<file path="config.mk">
export PLATFORM = sky130hd
export DESIGN_NAME = sysmul_top
export DESIGN_NICKNAME = d
export VERILOG_FILES = /design/src/rtl/sysmul_pkg.sv /design/src/rtl/sysmul_cell.sv /design/src/rtl/sysmul_delay.sv /design/src/rtl/sysmul_csa_row.sv /design/src/rtl/sysmul_merge_stage.sv /design/src/rtl/sysmul_top.sv
export SDC_FILE = /design/constraint.sdc
export NUM_CORES = 1
export LEC_CHECK = 0
export BUFFER_PORTS_ARGS = -buffer_cell sky130_fd_sc_hd__buf_2
export CORE_ASPECT_RATIO = 0.75
export CORE_MARGIN = 4
export CORE_UTILIZATION = 43
export CTS_BUF_LIST = sky130_fd_sc_hd__clkbuf_4 sky130_fd_sc_hd__clkbuf_8
export CTS_CLUSTER_SIZE = 8
export DETAILED_ROUTE_END_ITERATION = 8
export GPL_ROUTABILITY_DRIVEN = 0
export GPL_TIMING_DRIVEN = 0
export PLACE_DENSITY = 0.64
export SETUP_SLACK_MARGIN = 0.3
export SLEW_MARGIN = 20
export SYNTH_ARGS = -nofsm -noshare
export SYNTH_HDL_FRONTEND = slang
export SYNTH_SLANG_ARGS = --single-unit
</file>
<file path="constraint.sdc">
create_clock -name clk -period 1.7 [get_ports clk]
set_input_delay 0.34 -clock clk [delete_from_list [all_inputs] [get_ports clk]]
set_output_delay 0.34 -clock clk [all_outputs]
set_load 0.01 [all_outputs]
</file>
<file path="src/rtl/sysmul_pkg.sv">
`timescale 1ns/1ps
package sysmul_pkg;

  typedef struct packed {
    logic s;
    logic c;
  } fa_t;

  // one-bit full adder: parity sum and majority carry
  function automatic fa_t full_add(input logic x, input logic y, input logic z);
    fa_t r;
    r.s = x ^ y ^ z;
    r.c = (x & y) | (x & z) | (y & z);
    return r;
  endfunction

endpackage

</file>
<file path="src/rtl/sysmul_cell.sv">
`timescale 1ns/1ps
module sysmul_cell
  import sysmul_pkg::*;
(
  input  logic clk,
  input  logic rst_n,
  input  logic a_bit,
  input  logic b_bit,
  input  logic s_in,
  input  logic c_in,
  output logic s_q,
  output logic c_q
);

  fa_t nxt;

  always_comb nxt = full_add(s_in, c_in, a_bit & b_bit);

  always_ff @(posedge clk or negedge rst_n) begin
    if (!rst_n) begin
      s_q <= 1'b0;
      c_q <= 1'b0;
    end else begin
      s_q <= nxt.s;
      c_q <= nxt.c;
    end
  end

endmodule

</file>
<file path="src/rtl/sysmul_delay.sv">
`timescale 1ns/1ps
module sysmul_delay #(
  parameter int WIDTH = 1,
  parameter int DEPTH = 1
) (
  input  logic             clk,
  input  logic             rst_n,
  input  logic [WIDTH-1:0] d,
  output logic [WIDTH-1:0] q
);

  logic [WIDTH-1:0] st [DEPTH];

  always_ff @(posedge clk or negedge rst_n) begin
    if (!rst_n) begin
      for (int i = 0; i < DEPTH; i++) st[i] <= '0;
    end else begin
      st[0] <= d;
      for (int i = 1; i < DEPTH; i++) st[i] <= st[i-1];
    end
  end

  assign q = st[DEPTH-1];

endmodule

</file>
<file path="src/rtl/sysmul_csa_row.sv">
`timescale 1ns/1ps
module sysmul_csa_row #(
  parameter int N   = 8,
  parameter int ROW = 0
) (
  input  logic           clk,
  input  logic           rst_n,
  input  logic [N-1:0]   a_in,
  input  logic           b_bit,
  input  logic [2*N-1:0] s_in,
  input  logic [2*N-1:0] c_in,
  output logic [2*N-1:0] s_q,
  output logic [2*N-1:0] c_q,
  output logic           top_carry_q
);

  localparam int W = 2 * N;

  logic [W-1:0] carry_w;

  for (genvar j = 0; j < W; j++) begin : g_col
    if (j >= ROW && j < ROW + N) begin : g_pp
      sysmul_cell u_cell (
        .clk(clk), .rst_n(rst_n),
        .a_bit(a_in[j-ROW]), .b_bit(b_bit),
        .s_in(s_in[j]), .c_in(c_in[j]),
        .s_q(s_q[j]), .c_q(carry_w[j])
      );
    end else begin : g_pass
      sysmul_cell u_cell (
        .clk(clk), .rst_n(rst_n),
        .a_bit(1'b0), .b_bit(1'b0),
        .s_in(s_in[j]), .c_in(c_in[j]),
        .s_q(s_q[j]), .c_q(carry_w[j])
      );
    end
  end

  // carries move one column up; the top column's carry is exposed for checking
  assign c_q         = {carry_w[W-2:0], 1'b0};
  assign top_carry_q = carry_w[W-1];

endmodule

</file>
<file path="src/rtl/sysmul_merge_stage.sv">
`timescale 1ns/1ps
module sysmul_merge_stage
  import sysmul_pkg::*;
#(
  parameter int W   = 16,
  parameter int POS = 0
) (
  input  logic         clk,
  input  logic         rst_n,
  input  logic [W-1:0] s_in,
  input  logic [W-1:0] c_in,
  input  logic         cy_in,
  output logic [W-1:0] s_q,
  output logic [W-1:0] c_q,
  output logic         cy_q
);

  fa_t          r;
  logic [W-1:0] s_nxt;
  logic [W-1:0] c_nxt;

  always_comb begin
    r          = full_add(s_in[POS], c_in[POS], cy_in);
    s_nxt      = s_in;
    s_nxt[POS] = r.s;
    c_nxt      = c_in;
    c_nxt[POS] = 1'b0;
  end

  always_ff @(posedge clk or negedge rst_n) begin
    if (!rst_n) begin
      s_q  <= '0;
      c_q  <= '0;
      cy_q <= 1'b0;
    end else begin
      s_q  <= s_nxt;
      c_q  <= c_nxt;
      cy_q <= r.c;
    end
  end

endmodule

</file>
<file path="src/rtl/sysmul_top.sv">
`timescale 1ns/1ps
module sysmul_top #(
  parameter int N = 8
) (
  input  logic           clk,
  input  logic           rst_n,
  input  logic           in_valid,
  input  logic [N-1:0]   in_a,
  input  logic [N-1:0]   in_b,
  output logic           out_valid,
  output logic [2*N-1:0] out_prod
);

  localparam int W   = 2 * N;
  localparam int LAT = 3 * N;

  // operand skew at the array edge
  logic [N-1:0] a_d [N];
  logic [N-1:0] b_row;

  assign a_d[0]   = in_a;
  assign b_row[0] = in_b[0];

  for (genvar k = 1; k < N; k++) begin : g_skew
    always_ff @(posedge clk or negedge rst_n) begin
      if (!rst_n) a_d[k] <= '0;
      else        a_d[k] <= a_d[k-1];
    end
    sysmul_delay #(.WIDTH(1), .DEPTH(k)) u_bdly (
      .clk(clk), .rst_n(rst_n), .d(in_b[k]), .q(b_row[k])
    );
  end

  // carry-save rows
  logic [W-1:0] rs [N+1];
  logic [W-1:0] rc [N+1];
  logic [N-1:0] row_ovf;

  assign rs[0] = '0;
  assign rc[0] = '0;

  for (genvar k = 0; k < N; k++) begin : g_row
    sysmul_csa_row #(.N(N), .ROW(k)) u_row (
      .clk(clk), .rst_n(rst_n),
      .a_in(a_d[k]), .b_bit(b_row[k]),
      .s_in(rs[k]), .c_in(rc[k]),
      .s_q(rs[k+1]), .c_q(rc[k+1]),
      .top_carry_q(row_ovf[k])
    );
  end

  // bit-serial carry merge
  logic [W-1:0] ms  [W+1];
  logic [W-1:0] mc  [W+1];
  logic [W:0]   mcy;
  logic         merge_ovf;
  logic [W-1:0] merge_c_left;

  assign ms[0]  = rs[N];
  assign mc[0]  = rc[N];
  assign mcy[0] = 1'b0;

  for (genvar p = 0; p < W; p++) begin : g_merge
    sysmul_merge_stage #(.W(W), .POS(p)) u_mrg (
      .clk(clk), .rst_n(rst_n),
      .s_in(ms[p]), .c_in(mc[p]), .cy_in(mcy[p]),
      .s_q(ms[p+1]), .c_q(mc[p+1]), .cy_q(mcy[p+1])
    );
  end

  assign merge_ovf    = mcy[W];
  assign merge_c_left = mc[W];
  assign out_prod     = ms[W];

  // valid delay line matching the data path depth
  sysmul_delay #(.WIDTH(1), .DEPTH(LAT)) u_vdly (
    .clk(clk), .rst_n(rst_n), .d(in_valid), .q(out_valid)
  );

endmodule

</file>
Yosys cells after proc, flatten, opt, wreduce, memory -nomap -nowiden
Index checks and enable logic that the tools add are counted.

word-level totals
  register bits after elaboration = 574
  latch bits = 0
  RAM bits = 0
  bits in read-only memories = 0
  bits of input ports = 19
  output and inout port bits = 17
  word-level logic and storage cells = 653
  memories = 0

cells by class
  $add $sub $neg = 0
  $mul = 0
  divide/modulo/power cells = 0
  magnitude comparators = 0
  equality and inequality tests = 0
  shift operators = 0
  multiplexer cells = 0
  bitwise operators = 416
  reductions and logical operators = 0

operators by type and width
  cell               count
  bitwise AND 1 bit  216
  bitwise XOR 1 bit  104
  bitwise OR 1 bit   96

Logic depth before layout (Yosys ltp)
  word-level depth = 4
  gate-level depth with buffers = 3

Cells and area by module
From an unflattened synthesis, not the netlist that was laid out.

unflattened totals
  cells, all modules = 1709
  area, all modules = 27480.1 sq um

by module, submodules not included
  module                           times used  cells each  area each (sq um)  sequential area each (sq um)
  sysmul_merge_stage               16          35          832.0              800.8
  sysmul_cell                      128         8           88.8               50.0
  sysmul_top                       1           57          1405.1             1401.3
  sysmul_delay (u_vdly)            1           24          600.6              600.6
  sysmul_delay (g_skew[7].u_bdly)  1           7           175.2              175.2
  sysmul_delay (g_skew[6].u_bdly)  1           6           150.1              150.1
  sysmul_delay (g_skew[5].u_bdly)  1           5           125.1              125.1
  sysmul_delay (g_skew[4].u_bdly)  1           4           100.1              100.1
  sysmul_csa_row                   8           2           11.3               0.0
  sysmul_delay (g_skew[3].u_bdly)  1           3           75.1               75.1
  sysmul_delay (g_skew[2].u_bdly)  1           2           50.0               50.0
  sysmul_delay (g_skew[1].u_bdly)  1           1           25.0               25.0

Worst setup path before layout
No wires, ideal clock.

  path type = register to register
  start point = register g_skew[3].u_bdly.st (netlist bit g_skew[3].u_bdly.q)
  end point = register g_row[3].u_row.g_col[3].g_pp.u_cell.s_q
  setup time = 114 ps
  arrival = 1060 ps
  data required time = 1586 ps
  path slack = 526 ps
  cell stages (with the launch flop) = 4
  path buffers = 0
  period minus slack after synthesis = 1174 ps
  cell sequence = dfrtp_1 > nand2_1 > fa_1 > inv_1

RTL lines
  what                  line                text
  from (decl)           sysmul_delay.sv:12  logic [WIDTH-1:0] st [DEPTH];
  to (signal assigned)  sysmul_cell.sv:24   s_q <= nxt.s;
  to (decl)             sysmul_cell.sv:11   output logic s_q,

Final worst setup path
  start point = register g_merge[15].u_mrg.s_q[11]
  end point = output port out_prod[11]

RTL lines
  what                    line                      text
  from (decl)             sysmul_merge_stage.sv:13  output logic [W-1:0] s_q,
  from (signal assigned)  sysmul_merge_stage.sv:36  s_q <= s_nxt;
  to (decl)               sysmul_top.sv:11          output logic [2*N-1:0] out_prod

No word-level cell between the ends.

==> flow_summary.json <==
{
  "p_leak_nw": 9.366,
  "seq_area_frac_synth_pct": 87.85,
  "cp-end-kind": "primary output",
  "layout_common_cells": "dfrtp_1 (569), inv_1 (168), clkbuf_8 (87)",
  "drive_above_1_share_pct": 14.90,
  "initial_core_util_pct": 43.81,
  "worstReg2RegStart": "g_skew[6].u_bdly.q$_DFF_PN0_",
  "design.core.area_mm2": 0.03732,
  "num_rows": 61,
  "hpwl_mm": 8.417,
  "final_nets": 1080,
  "syn_avg_cell_area_um2": 18.97,
  "fin_skew_ps": 17.86,
  "vias_per_cell": 3.965,
  "cts_buffers": 83,
  "cts_hold_buf": 17,
  "p_int_mw": 22.57,
  "ys_ff_latch": 574,
  "crit_family": "flip-flops",
  "relSlewSlack_pct": 68.29,
  "drv_slew": 0,
  "critPathSlowestCell": "dfrtp_1",
  "worstHoldPathType": "primary input to asynchronous set/reset pin",
  "fmax_ghz": 0.7003,
  "netlist_area_mm2": 0.01635,
  "final-setup-viol-count": 0,
  "critPathKind": "flip-flop to primary output",
  "finalHoldViolCount": 57,
  "start_kind": "flip-flop",
  "syn2layout_area_growth_pct": 15.39,
  "startpoint": "g_merge[15].u_mrg.s_q[11]$_DFF_PN0_",
  "min_period_ps": 1428,
  "synth_cell_types": 6,
  "clockBufferDepth": 3,
  "cpPeakStageDelay_ps": 370,
  "grt_max_degree": 107,
  "grt_pass1_vias": 6977,
  "drt-initial-drc-count": 229,
  "clockRootBuffer": "clkbuf_8",
  "tightestPinTransition_ps": 475.6,
  "io_buffer_count": 35,
  "die_area_mm2": 0.04124,
  "layout_commonest_cell": "dfrtp_1",
  "antenna_cells": 0,
  "worst-path-max-fanout": 1,
  "outcome": "complete, but fails checks",
  "power_frac_comb_pct": 5.3,
  "wirelength_mm": 15.63,
  "cp.arrival_ps": 1090,
  "drtPass1Iterations": 4,
  "crit_buf_inv": 1,
  "p_clk_share_pct": 32.4,
  "post-cts-setup-buffers": 0,
  "ir_worst_vdd_mv": 0.7130,
  "synthesis.instances": 862,
  "worst_ep_required_time_ps": 1360,
  "cp_cell_sequence": "buf_6",
  "post-route-period-util_pct": 84.00,
  "post-place-ws_ps": 36.38,
  "cts_tree": "done",
  "grt_pass1_wl_mm": 30.19,
  "worstSkewPairLatency_ps": 600,
  "cap_violations": 0,
  "worst_slack_ps": 272.0,
  "power_frac_seq_pct": 62.2,
  "grtUsageTotal_pct": 8.983,
  "drc_errors": 0,
  "synth_fp_nets": 937,
  "holdWs_ps": -334.4,
  "pin_count": 36,
  "overflow": 0,
  "vias": 6070,
  "switching_share_pct": 21.32,
  "path_clk_slew_ps": 60,
  "power_density_mw_per_mm2": 1520,
  "p_switching_mw": 6.116,
  "rsz0062_at_grt": "yes",
  "antenna_found_initial": 0,
  "violations": "negative hold slack",
  "htree_levels": 3,
  "ant_nets": 0,
  "clock-sinks": 574,
  "die_y_um": 176.9,
  "die_w_um": 233.2,
  "avgRoutedWirePerCell_um": 10.21,
  "total_power_mw": 28.68,
  "yosys_warnings": 0
}
[layer usage]
layer	part of all wire (%)	wire length, um	GRT usage (%)	up-vias
li1	-	-	-	2742
met1	41	6420	10.18	3181
met2	50	7811	14.57	107
met3	6.2	973	3.813	40
met4	2.7	428	4.778	0
met5	0	0	0	-
[stage by stage]
step | hold slack [ps] | TNS, ps | cell area, um^2 | utilization, % | cells
finish | -334.4 | 0 | 18870 | 50.55 | 1531
global route | -372.1 | 0 | 18870 | 50.55 | 1531
CTS | -385.6 | 0 | 18850 | 50.52 | 1531
detailed placement | 308.1 | 0 | 17330 | 46.44 | 1407
global placement | 331.1 | -6074190 | 17160 | 45.97 | 1401
floorplan | 44.41 | 0 | 16350 | - | 862
[power groups by stage]
stage          registers (mW)  clock network [mW]  logic [mW]
4_1_cts                  17.9                9.81        1.60
3_5_place_dp             18.2                   0        1.56
5_1_grt                  18.2                10.4        1.91
3_3_place_gp             18.0                   0        1.44
6_report                 17.8                9.31        1.53
2_1_floorplan            18.0                   0       0.801
[cell families after synthesis]
group,share of synthesized area (%)
flip-flops,87.85
buffers and inverters,3.857
AND/OR/NAND/NOR,1.806
adder cells (fa/ha/maj),6.489
[cell usage after synthesis, drive strengths merged]
library cell	n	area (um^2)
dfrtp	574	14360
inv	168	630.6
fa	48	960.9
nand2	42	157.7
and2	22	137.6
ha	8	100.1
[worst reg2reg max path, delay by kind of cell (launching register included)]
kind          cells  cell delay, ps
fa+ha+maj         1             540
simple gates      1             130
flops             1             490
buf+inv           1              40
[what timing repair did]
action,in CTS,in global routing
endpoints found under the hold margin,81,57
setup endpoints to repair,17,35
gates resized for setup,0,6
[sequential cells by signal (all words and copies together), names as in the netlist]
register and flops:
g_merge.u_mrg.s_q 241, g_merge.u_mrg.c_q 77, g_row.u_row.g_col.g_pp.u_cell.s_q 64, a_d 56, g_row.u_row.g_col.g_pp.u_cell.c_q 49, g_row.u_row.g_col.g_pass.u_cell.s_q 28
u_vdly.st 23, g_skew.u_bdly.st 21, g_merge.u_mrg.cy_q 7, g_skew.u_bdly.q 7, u_vdly.q 1
[area by class of cell]
cell class / count / area, um^2
timing repair buffer: 58 / 526.8
clock inverter: 4 / 35.03
inverter: 168 / 630.6
clock buffer: 103 / 1318
sequential: 574 / 14370
fill: 3015 / 18460
tap: 504 / 630.6
multi-input combinational: 120 / 1356
[path summary, 6_finish.rpt]
| kind | slack, ps | end | depth (start not counted) |
|---|---|---|---|
| max in group asynchronous | 740 | a_d[54]$_DFF_PN0_ | 3 |
| min in group clk | 340 | g_skew[6].u_bdly.st[3]$_DFF_PN0_ | 0 |
| worst min register to register | 340 | g_skew[6].u_bdly.st[3]$_DFF_PN0_ | 0 |
| worst max-delay path | 270 | out_prod[11] | 1 |
| worst min-delay path | -330 | g_merge[15].u_mrg.s_q[2]$_DFF_PN0_ | 1 |
| worst max register to register | 400 | g_row[6].u_row.g_col[10].g_pp.u_cell.s_q$_DFF_PN0_ | 3 |
Note: power is estimated with default switching activity, not from simulation.
